File: src/rtl/fcd_pkg.sv
package fcd_pkg;

    typedef enum logic [3:0] {
        ST_READ,
        ST_UNLK1,
        ST_UNLK2,
        ST_PRG_ARG,
        ST_ERS_CMD,
        ST_ERS_UNLK1,
        ST_ERS_UNLK2,
        ST_SEC_WIN,
        ST_ID,
        ST_SUSP,
        ST_RUN_PRG,
        ST_RUN_CHIP,
        ST_RUN_SEC
    } fcd_state_t;

    typedef enum logic [1:0] {
        MODE_READ = 2'd0,
        MODE_ID   = 2'd1,
        MODE_SUSP = 2'd2,
        MODE_BUSY = 2'd3
    } fcd_mode_t;

    typedef struct packed {
        logic prog;
        logic chip;
        logic sect;
        logic start;
        logic susp;
        logic resume;
    } fcd_req_t;

    localparam logic [7:0] CODE_KEY1   = 8'hAA;
    localparam logic [7:0] CODE_KEY2   = 8'h55;
    localparam logic [7:0] CODE_RESET  = 8'hF0;
    localparam logic [7:0] CODE_PROG   = 8'hA0;
    localparam logic [7:0] CODE_ERASE  = 8'h80;
    localparam logic [7:0] CODE_CHIP   = 8'h10;
    localparam logic [7:0] CODE_SECT   = 8'h30;
    localparam logic [7:0] CODE_IDENT  = 8'h90;
    localparam logic [7:0] CODE_SUSP   = 8'hB0;

endpackage

File: src/rtl/fcd_bus_capture.sv
module fcd_bus_capture #(
    parameter int ADDR_W = 19,
    parameter int DATA_W = 16
) (
    input  logic              clk,
    input  logic              rst_n,
    input  logic              ce_n,
    input  logic              we_n,
    input  logic              oe_n,
    input  logic [ADDR_W-1:0] addr,
    input  logic [DATA_W-1:0] dq,
    output logic              wr_stb,
    output logic [ADDR_W-1:0] wr_addr,
    output logic [DATA_W-1:0] wr_data
);

    localparam int SYNC_N = 2;

    logic [SYNC_N-1:0] ce_sync;
    logic [SYNC_N-1:0] we_sync;
    logic              act_q;
    logic              act_now;
    logic              opens;
    logic              closes;

    assign act_now = !ce_sync[SYNC_N-1] && !we_sync[SYNC_N-1];
    assign opens   = act_now && !act_q;
    assign closes  = !act_now && act_q;

    always_ff @(posedge clk or negedge rst_n) begin
        if (!rst_n) begin
            ce_sync <= '1;
            we_sync <= '1;
            act_q   <= 1'b0;
        end else begin
            ce_sync <= {ce_sync[SYNC_N-2:0], ce_n};
            we_sync <= {we_sync[SYNC_N-2:0], we_n};
            act_q   <= act_now;
        end
    end

    always_ff @(posedge clk or negedge rst_n) begin
        if (!rst_n) begin
            wr_stb  <= 1'b0;
            wr_addr <= '0;
            wr_data <= '0;
        end else begin
            wr_stb <= closes && oe_n;
            if (opens)  wr_addr <= addr;
            if (closes) wr_data <= dq;
        end
    end

    AST_STB_SINGLE: assert property (@(posedge clk) disable iff (!rst_n)
        wr_stb |=> !wr_stb);
    AST_STB_NEEDS_CLOSE: assert property (@(posedge clk) disable iff (!rst_n)
        wr_stb |-> $past(act_q));

endmodule

File: src/rtl/fcd_win_timer.sv
module fcd_win_timer #(
    parameter int WIN_CYC = 10000
) (
    input  logic clk,
    input  logic rst_n,
    input  logic load,
    input  logic run,
    output logic expired
);

    localparam int CW = $clog2(WIN_CYC + 1);
    localparam logic [CW-1:0] TOP = CW'(WIN_CYC - 1);

    logic [CW-1:0] cnt_q;

    always_ff @(posedge clk or negedge rst_n) begin
        if (!rst_n)                    cnt_q <= '0;
        else if (load)                 cnt_q <= TOP;
        else if (run && cnt_q != '0)   cnt_q <= cnt_q - 1'b1;
    end

    assign expired = run && !load && (cnt_q == '0);

    AST_WIN_RANGE: assert property (@(posedge clk) disable iff (!rst_n)
        cnt_q <= TOP);
    AST_WIN_RELOAD: assert property (@(posedge clk) disable iff (!rst_n)
        load |=> cnt_q == TOP);

endmodule

File: src/rtl/fcd_seq_fsm.sv
module fcd_seq_fsm
    import fcd_pkg::*;
#(
    parameter int ADDR_W = 19,
    parameter int DATA_W = 16,
    parameter int CMP_W  = 11,
    parameter logic [CMP_W-1:0] KEY1_WORD = 'h555,
    parameter logic [CMP_W-1:0] KEY2_WORD = 'h2AA,
    parameter logic [CMP_W:0]   KEY1_BYTE = 'hAAA,
    parameter logic [CMP_W:0]   KEY2_BYTE = 'h555
) (
    input  logic              clk,
    input  logic              rst_n,
    input  logic              byte_mode,
    input  logic              wr_stb,
    input  logic [ADDR_W-1:0] wr_addr,
    input  logic [DATA_W-1:0] wr_data,
    input  logic              eng_done,
    input  logic              win_expired,
    output logic              win_load,
    output logic              win_run,
    output logic [1:0]        mode,
    output logic              req_program,
    output logic              req_chip_erase,
    output logic              req_sector,
    output logic              req_erase_start,
    output logic              req_suspend,
    output logic              req_resume,
    output logic [ADDR_W-1:0] req_addr,
    output logic [DATA_W-1:0] req_data
);

    fcd_state_t state_q, nxt_state, home;
    logic       from_susp_q, nxt_from;
    fcd_req_t   nxt_req;
    fcd_mode_t  mode_c;
    logic       hit1, hit2;
    logic [7:0] cmd;

    assign cmd = wr_data[7:0];

    always_comb begin
        if (byte_mode) begin
            hit1 = (wr_addr[CMP_W:0] == KEY1_BYTE);
            hit2 = (wr_addr[CMP_W:0] == KEY2_BYTE);
        end else begin
            hit1 = (wr_addr[CMP_W-1:0] == KEY1_WORD);
            hit2 = (wr_addr[CMP_W-1:0] == KEY2_WORD);
        end
    end

    // state register
    always_ff @(posedge clk or negedge rst_n) begin
        if (!rst_n) begin
            state_q     <= ST_READ;
            from_susp_q <= 1'b0;
        end else begin
            state_q     <= nxt_state;
            from_susp_q <= nxt_from;
        end
    end

    // transitions
    always_comb begin
        nxt_state = state_q;
        nxt_from  = from_susp_q;
        nxt_req   = '0;
        win_load  = 1'b0;
        home      = from_susp_q ? ST_SUSP : ST_READ;
        unique case (state_q)
            ST_READ: begin
                if (wr_stb && hit1 && cmd == CODE_KEY1) begin
                    nxt_state = ST_UNLK1;
                    nxt_from  = 1'b0;
                end
            end
            ST_SUSP: begin
                if (wr_stb) begin
                    if (hit1 && cmd == CODE_KEY1) begin
                        nxt_state = ST_UNLK1;
                        nxt_from  = 1'b1;
                    end else if (cmd == CODE_SECT) begin
                        nxt_state      = ST_RUN_SEC;
                        nxt_req.resume = 1'b1;
                    end
                end
            end
            ST_UNLK1: begin
                if (wr_stb)
                    nxt_state = (hit2 && cmd == CODE_KEY2) ? ST_UNLK2 : home;
            end
            ST_UNLK2: begin
                if (wr_stb) begin
                    nxt_state = home;
                    if (hit1) begin
                        if (cmd == CODE_PROG)
                            nxt_state = ST_PRG_ARG;
                        else if (cmd == CODE_IDENT)
                            nxt_state = ST_ID;
                        else if (cmd == CODE_ERASE && !from_susp_q)
                            nxt_state = ST_ERS_CMD;
                    end
                end
            end
            ST_PRG_ARG: begin
                if (wr_stb) begin
                    if (cmd == CODE_RESET) begin
                        nxt_state = home;
                    end else begin
                        nxt_state    = ST_RUN_PRG;
                        nxt_req.prog = 1'b1;
                    end
                end
            end
            ST_ERS_CMD: begin
                if (wr_stb)
                    nxt_state = (hit1 && cmd == CODE_KEY1) ? ST_ERS_UNLK1 : ST_READ;
            end
            ST_ERS_UNLK1: begin
                if (wr_stb)
                    nxt_state = (hit2 && cmd == CODE_KEY2) ? ST_ERS_UNLK2 : ST_READ;
            end
            ST_ERS_UNLK2: begin
                if (wr_stb) begin
                    nxt_state = ST_READ;
                    if (hit1 && cmd == CODE_CHIP) begin
                        nxt_state    = ST_RUN_CHIP;
                        nxt_req.chip = 1'b1;
                    end else if (cmd == CODE_SECT) begin
                        nxt_state    = ST_SEC_WIN;
                        nxt_req.sect = 1'b1;
                        win_load     = 1'b1;
                    end
                end
            end
            ST_SEC_WIN: begin
                if (wr_stb) begin
                    if (cmd == CODE_SECT) begin
                        nxt_req.sect = 1'b1;
                        win_load     = 1'b1;
                    end else begin
                        nxt_state = ST_READ;
                    end
                end else if (win_expired) begin
                    nxt_state     = ST_RUN_SEC;
                    nxt_req.start = 1'b1;
                end
            end
            ST_ID: begin
                if (wr_stb && cmd == CODE_RESET) nxt_state = home;
            end
            ST_RUN_PRG: begin
                if (eng_done) nxt_state = home;
            end
            ST_RUN_CHIP: begin
                if (eng_done) nxt_state = ST_READ;
            end
            ST_RUN_SEC: begin
                if (eng_done) begin
                    nxt_state = ST_READ;
                end else if (wr_stb && cmd == CODE_SUSP) begin
                    nxt_state    = ST_SUSP;
                    nxt_req.susp = 1'b1;
                end
            end
            default: nxt_state = ST_READ;
        endcase
    end

    assign win_run = (state_q == ST_SEC_WIN);

    // mode decode
    always_comb begin
        unique case (state_q)
            ST_UNLK1, ST_UNLK2, ST_PRG_ARG:
                mode_c = from_susp_q ? MODE_SUSP : MODE_READ;
            ST_ID:   mode_c = MODE_ID;
            ST_SUSP: mode_c = MODE_SUSP;
            ST_RUN_PRG, ST_RUN_CHIP, ST_RUN_SEC:
                mode_c = MODE_BUSY;
            default: mode_c = MODE_READ;
        endcase
    end
    assign mode = mode_c;

    // request outputs
    always_ff @(posedge clk or negedge rst_n) begin
        if (!rst_n) begin
            req_program     <= 1'b0;
            req_chip_erase  <= 1'b0;
            req_sector      <= 1'b0;
            req_erase_start <= 1'b0;
            req_suspend     <= 1'b0;
            req_resume      <= 1'b0;
            req_addr        <= '0;
            req_data        <= '0;
        end else begin
            req_program     <= nxt_req.prog;
            req_chip_erase  <= nxt_req.chip;
            req_sector      <= nxt_req.sect;
            req_erase_start <= nxt_req.start;
            req_suspend     <= nxt_req.susp;
            req_resume      <= nxt_req.resume;
            if (nxt_req.prog || nxt_req.sect) begin
                req_addr <= wr_addr;
                req_data <= wr_data;
            end
        end
    end

    AST_REQ_EXCL: assert property (@(posedge clk) disable iff (!rst_n)
        $onehot0({req_program, req_chip_erase, req_sector,
                  req_erase_start, req_suspend, req_resume}));
    AST_PROG_BUSY: assert property (@(posedge clk) disable iff (!rst_n)
        req_program |-> mode == MODE_BUSY);
    AST_SUSP_SRC: assert property (@(posedge clk) disable iff (!rst_n)
        req_suspend |-> $past(state_q) == ST_RUN_SEC);
    AST_RESUME_SRC: assert property (@(posedge clk) disable iff (!rst_n)
        req_resume |-> $past(state_q) == ST_SUSP);
    AST_START_AFTER_WIN: assert property (@(posedge clk) disable iff (!rst_n)
        req_erase_start |-> $past(win_run));
    AST_CHIP_HOLDS: assert property (@(posedge clk) disable iff (!rst_n)
        (state_q == ST_RUN_CHIP && !eng_done) |=> state_q == ST_RUN_CHIP);

endmodule

File: src/rtl/flash_cmd_decoder.sv
module flash_cmd_decoder #(
    parameter int ADDR_W  = 19,
    parameter int DATA_W  = 16,
    parameter int CMP_W   = 11,
    parameter int WIN_CYC = 10000
) (
    input  logic              clk,
    input  logic              rst_n,
    input  logic              byte_mode,
    input  logic              bus_ce_n,
    input  logic              bus_we_n,
    input  logic              bus_oe_n,
    input  logic [ADDR_W-1:0] bus_addr,
    input  logic [DATA_W-1:0] bus_dq,
    input  logic              eng_done,
    output logic [1:0]        mode,
    output logic              req_program,
    output logic              req_chip_erase,
    output logic              req_sector,
    output logic              req_erase_start,
    output logic              req_suspend,
    output logic              req_resume,
    output logic [ADDR_W-1:0] req_addr,
    output logic [DATA_W-1:0] req_data
);

    logic              wr_stb;
    logic [ADDR_W-1:0] wr_addr;
    logic [DATA_W-1:0] wr_data;
    logic              win_load, win_run, win_expired;

    fcd_bus_capture #(.ADDR_W(ADDR_W), .DATA_W(DATA_W)) u_cap (
        .clk(clk), .rst_n(rst_n),
        .ce_n(bus_ce_n), .we_n(bus_we_n), .oe_n(bus_oe_n),
        .addr(bus_addr), .dq(bus_dq),
        .wr_stb(wr_stb), .wr_addr(wr_addr), .wr_data(wr_data)
    );

    fcd_win_timer #(.WIN_CYC(WIN_CYC)) u_win (
        .clk(clk), .rst_n(rst_n),
        .load(win_load), .run(win_run), .expired(win_expired)
    );

    fcd_seq_fsm #(.ADDR_W(ADDR_W), .DATA_W(DATA_W), .CMP_W(CMP_W)) u_fsm (
        .clk(clk), .rst_n(rst_n), .byte_mode(byte_mode),
        .wr_stb(wr_stb), .wr_addr(wr_addr), .wr_data(wr_data),
        .eng_done(eng_done), .win_expired(win_expired),
        .win_load(win_load), .win_run(win_run), .mode(mode),
        .req_program(req_program), .req_chip_erase(req_chip_erase),
        .req_sector(req_sector), .req_erase_start(req_erase_start),
        .req_suspend(req_suspend), .req_resume(req_resume),
        .req_addr(req_addr), .req_data(req_data)
    );

endmodule

File: config.mk
export PLATFORM = sky130hd
export DESIGN_NAME = flash_cmd_decoder
export DESIGN_NICKNAME = d
export VERILOG_FILES = /design/src/rtl/fcd_pkg.sv /design/src/rtl/fcd_bus_capture.sv /design/src/rtl/fcd_win_timer.sv /design/src/rtl/fcd_seq_fsm.sv /design/src/rtl/flash_cmd_decoder.sv
export SDC_FILE = /design/constraint.sdc
export NUM_CORES = 1
export LEC_CHECK = 0
export ABC_AREA = 1
export BUFFER_PORTS_ARGS = -buffer_cell sky130_fd_sc_hd__buf_2
export CORE_MARGIN = 1.5
export CORE_UTILIZATION = 41
export DETAILED_ROUTE_END_ITERATION = 8
export GPL_ROUTABILITY_DRIVEN = 0
export SLEW_MARGIN = 20
export SYNTH_ARGS = -nofsm -noshare
export SYNTH_HDL_FRONTEND = slang
export SYNTH_SLANG_ARGS = --single-unit
File: constraint.sdc
create_clock -name clk -period 4.95 [get_ports clk]
set_input_delay 0.7425 -clock clk [delete_from_list [all_inputs] [get_ports clk]]
set_output_delay 0.7425 -clock clk [all_outputs]
set_load 0.02 [all_outputs]
**Yosys cells after proc, flatten, opt, wreduce, memory -nomap -nowiden**

Index checks and enable logic that the tools add are counted.

- Flip-flop bits (word level): 101
- Bits of input ports: 42
- Output and inout bits: 43

- Add/subtract/negate cells: 1
- Equality and inequality tests: 41
- Multiplexer cells: 61
- Reduce and logical (&&, ||, !) cells: 31

Operators by type and width:

| operator | number |
|---|---|
| $mux W4 | 26 |
| $pmux W4 S13 | 1 |
| $eq A8 B8 Y1 const B | 6 |
| $mux W14 | 2 |
| $mux W1 | 23 |
| $eq A4 B4 Y1 const B | 5 |
| $ne A2 B2 Y1 const B | 9 |
| $eq A4 B3 Y1 const B | 4 |
| $logic_and A1 B1 Y1 | 15 |
| $reduce_and A15 Y1 | 1 |
| $logic_not A14 Y1 | 1 |
| $reduce_bool A14 Y1 | 1 |
| $sub A14 B1 Y14 const B | 1 |
| $eq A12 B11 Y1 const B | 1 |
| $eq A12 B12 Y1 const B | 1 |
| $eq A11 B10 Y1 const B | 1 |
| $eq A11 B11 Y1 const B | 1 |
| $mux W3 | 3 |
| $eq A4 B2 Y1 const B | 2 |
| $eq A8 B5 Y1 const B | 1 |
| $eq A8 B6 Y1 const B | 1 |
| $eq A8 B7 Y1 const B | 1 |
| $pmux W2 S4 | 1 |
| $logic_not A1 Y1 | 6 |
| other kinds (12) | 20 |

**Logic depth before layout (Yosys ltp)**

- Word-level depth: 12
- Gate-level depth with buffers: 13
- Gate-level depth less buffers: 13

**Hierarchy**

A second synthesis with hierarchy kept.

- Cells, all modules: 675
- Area total of the unflattened synthesis: 5191.2 sq um

Modules (own cells, without submodules):

| module | area each (sq um) | cells an instance | instances |
|---|---|---|---|
| fcd_seq_fsm | 2630.0 | 373 | 1 |
| fcd_bus_capture | 1636.6 | 164 | 1 |
| fcd_win_timer | 924.6 | 138 | 1 |

**Worst setup path before layout**

Ideal clock, no wire load.

- Kind: register to output
- Start: register u_fsm.state_q[3]
- End: output port mode[0]
- Data required time: 4208 ps
- Data arrival time: 1103 ps
- Setup slack: 3104 ps
- Stages on the path, launching flop included: 5
- Cell sequence: dfrtp_1 -> inv_2 -> nor2_1 -> inv_1 -> o22ai_1

- Cells in the longest elaborated chain, start to end: 3
- Elaborated cells on any way between the ends: 11

Ends and longest elaborated chain:

| element | RTL line | source |
|---|---|---|
| from (decl) | fcd_seq_fsm.sv:33 | `fcd_state_t state_q, nxt_state, home;` |
| from (signal assigned) | fcd_seq_fsm.sv:58 | `state_q <= nxt_state;` |
| $eq A4 B4 Y1, or another cell as far along | fcd_seq_fsm.sv:174 | `unique case (state_q)` |
| $reduce_or A3 Y1 | fcd_seq_fsm.sv:174 |  |
| $pmux W2 S4 * | fcd_seq_fsm.sv:174 |  |
| to (decl) | flash_cmd_decoder.sv:16 | `output logic [1:0] mode,` |

Every way passes the cells marked *; elsewhere a longest branch is shown, timed or not.

**Worst setup path in the final report**

- Start: register u_cap.wr_data[1]
- End: register u_fsm.req_data[12]

- Cells in the longest elaborated chain, start to end: 6
- Elaborated cells on any way between the ends: 13

Ends and longest elaborated chain:

| element | RTL line | source |
|---|---|---|
| from (decl) | fcd_bus_capture.sv:14 | `output logic [DATA_W-1:0] wr_data` |
| from (signal assigned) | fcd_bus_capture.sv:50 | `if (closes) wr_data <= dq;` |
| $eq A8 B6 Y1 or $eq A8 B5 Y1 (tied branches) | fcd_seq_fsm.sv:129, fcd_seq_fsm.sv:138, fcd_seq_fsm.sv:126 |  |
| $mux W1 or $logic_and A1 B1 Y1 (tied branches) | fcd_seq_fsm.sv:129, fcd_seq_fsm.sv:138, fcd_seq_fsm.sv:126 |  |
| $mux W1 | fcd_seq_fsm.sv:126 | `if (hit1 && cmd == CODE_CHIP) begin` |
| $mux W2 | fcd_seq_fsm.sv:124 | `if (wr_stb) begin` |
| $pmux W1 S2 | fcd_seq_fsm.sv:70 | `unique case (state_q)` |
| $logic_or A1 B1 Y1 * | fcd_seq_fsm.sv:204 | `if (nxt_req.prog \|\| nxt_req.sect) begin` |
| to (signal assigned) | fcd_seq_fsm.sv:206 | `req_data <= wr_data;` |
| to (decl) | fcd_seq_fsm.sv:30 | `output logic [DATA_W-1:0] req_data` |

Marked as above.
A chain may end at the register's enable or synchronous reset.

==> impl_metrics.toml <==
[run]
maxCapViolCount = 0

[setup_path]
crit_path_top_delay_cell = "buf_4"
reg2reg_from = "u_cap.wr_data[1]"
cp.required_ns = 5.23
arrival_ns = 2.68
crit_chain = "nor2_1 -> nand2_1 -> inv_2 -> nand2_1 -> nor2_2 -> o21ai_4 -> o21ai_4 -> buf_4 -> nand2_1 -> o21ai_2"
worst_path_most_repeated_cell = "nand2_1"
critical_path_class = "reg2reg"
worst_setup_path_end_kind = "flip-flop"
crit_start = "u_cap.wr_data[1]"
critical_path.max_stage_delay_ns = 0.75
start_kind = "flip-flop"
cp_max_fo = 70

[route]
dr.pass1.iters = 5
avgRoutedWirePerCell_um = 13.2
drc = 0
first_iter_violations = 193
viasPerCell = 4.84
final_antenna_net_count = 0
vias = 4120
totalWireLength_um = 11200

[final_layout]
postLayoutCoreUtil_pct = 49.2
antenna_cells = 0
layout.nets = 722
syn_to_final_growth_pct = 16.7
mostFrequentLayoutCell = "nand2_1"
fin_cells = 852
drive_above_1_share_pct = 29.2
final_cell_mix = "113 x nand2_1, 97 x dfrtp_1, 83 x buf_2"

[timing]
timing_worst_slew_pin_value_ns = 1.01
post-route-period-util_pct = 48.6
totalNegativeSetupSlack_ns = 0
max_slew_margin_pct = 32.6
max_freq_mhz = 416
grt_setup_unrepaired = "no"
skew_ns = 0.0102
fin_crit_ns = 2.41
maxSlewViolCount = 0
finalHoldViolations = 0
setup_violations = 0

[synth]
synth.cell_area_um2 = 5090
synth_top_area_cell = "dfrtp_1"
synthTopCellsByArea = "dfrtp_1 48%, nand2_1 8.4%, inv_1 5.8%"
synthDistinctLibCells = 32
synth-edff-count = 0
syn_inst = 594
ys.flop_type = "dfrtp_1"
synth.avg_cell_area_um2 = 8.56
synth_fp_nets = 637
synth.top_cell.area_share_pct = 47.7
synthArstFlopShare_pct = 100
synth-seq-cells = 101
ys_seq_area_share_pct = 49.8
yosys_warnings = 0

[power]
power_frac_comb_pct = 12.1
clockPowerShare_pct = 37.9
peakVddDrop_v = 0.000195
power.total_uw = 1860
p_int_uw = 1340
switching_share_pct = 27.9
powerDensity_nw_per_um2 = 313
switching_power_uw = 518
pwr-share-seq_pct = 50.0
leakage_uw = 0.00307

[placed_design]
dp_hpwl_um = 8110
port_buffers = 84
placedCellCount = 836

[die]
rows = 40
ios = 85
core-area_um2 = 12100
dieArea_um2 = 13100
die_x_um = 114
start_util_pct = 42.2
die_y_um = 114

[clock_tree]
cts.sinks = 101
h-tree-depth = 3
clk_pin_slew_ns = 0.07
clockBufferDepth = 2
holdBufCountCts = 0
clk-insertion-delay-late_ns = 0.36
cts_tree = "yes"
ctsResizeCount = 0
cts_root_buf = "clkbuf_16"
numCtsBuffers = 9
post_cts_buffers = 0

[grt]
grt_pass1_vias = 3997
overflow = 0
grt_max_degree = 74
grt_usage_pct = 18.9
antenna_found_initial = 0
grt_pass1_wl_um = 19100

[min_path]
hp-class = "reg2reg"
min-delay-start = "u_cap.ce_sync[0]"

[run_status]
status = "complete, no violations"
-- sequential cells by signal (all words and copies together), names as in the netlist, 2 cells and up --
signal / cells
u_cap.wr_addr: 19
u_fsm.req_addr: 19
u_cap.wr_data: 16
u_fsm.req_data: 16
u_win.cnt_q: 14
u_fsm.state_q: 4
u_cap.ce_sync: 2
u_cap.we_sync: 2
-- synth_stat cells (2+ instances only) --
| cell | number |
|---|---|
| dfrtp_1 | 97 |
| nor2_2 | 21 |
| xor2_1 | 7 |
| o21ai_4 | 2 |
| o211ai_1 | 3 |
| nand3_1 | 39 |
| inv_1 | 78 |
| nand4_1 | 10 |
| o21ai_1 | 4 |
| nor2_1 | 75 |
| a21oi_1 | 26 |
| o21ai_0 | 17 |
| a21oi_2 | 17 |
| o21ai_2 | 18 |
| nand2_2 | 2 |
| buf_6 | 8 |
| inv_2 | 8 |
| clkbuf_1 | 4 |
| dfstp_2 | 4 |
| nor2_4 | 2 |
| nand2_1 | 114 |
| nor3_1 | 11 |
| mux2_2 | 18 |
-- power groups by stage --
stage,Sequential [uW],Clock [uW],Combinational (uW)
after detailed placement,943,0,226
after floorplan,932,0,155
final,929,703,225
after global routing,936,756,257
after global placement,940,0,222
after CTS,928,721,226
-- cell type report --
cell class	instances	area (um^2)
Fill cell	1177	6120
Sequential cell	101	2530
Multi-Input combinational cell	395	2140
Timing Repair Buffer	86	438
Inverter	86	323
Clock buffer	11	253
Tap cell	168	210
Clock inverter	5	42.5
-- cells by family after synthesis --
kind of cell | count (synthesis) | share of synthesized area [%]
XOR/XNOR | 7 | 1.21
multiplexers | 18 | 3.98
AO/OA/AOI/OAI | 89 | 12.0
AND/OR/NAND/NOR | 280 | 24.4
buffers and inverters | 98 | 8.41
flip-flops | 101 | 49.8
adder cells (fa/ha/maj) | 1 | 0.246
-- per-layer routing --
metal	routed length (um)	vias to the layer above	global-route usage, %
li1	-	2060	-
met1	5150	1926	24.6
met2	5080	121	28.9
met3	747	13	6.51
met4	227	0	7.25
met5	0	-	0
-- metrics by stage --
| stage | instance area, um^2 | setup WS (ns) | hold slack (ns) |
|---|---|---|---|
| CTS | 5930 | 2.54 | 0.357 |
| global placement | 5630 | 2.67 | 0.347 |
| global route | 5940 | 2.35 | 0.366 |
| finish | 5940 | 2.54 | 0.357 |
| detailed placement | 5630 | 2.56 | 0.347 |
| floorplan | 5090 | 3.10 | 0.345 |
-- worst paths after layout --
| kind | endpoint | slack (ns) | depth (start not counted) |
|---|---|---|---|
| hold reg to reg | u_cap.ce_sync[1] | 0.36 | 0 |
| max in group asynchronous | u_cap.we_sync[1] | 3.44 | 2 |
| setup / recovery | u_fsm.req_data[12] | 2.54 | 10 |
| setup reg to reg | u_fsm.req_data[12] | 2.54 | 10 |
| min in group asynchronous | u_fsm.req_addr[3] | 0.53 | 1 |
| hold / removal | u_cap.ce_sync[1] | 0.36 | 0 |
-- worst max-delay path, delay by kind of cell, from the launching register on --
kind | cells | cell delay (ns)
buffers and inverters | 2 | 0.84
AO/OA/AOI/OAI | 3 | 0.29
AND/OR/NAND/NOR | 5 | 0.72
flip-flops | 1 | 0.41
Note: power is estimated with default switching activity, not from simulation.
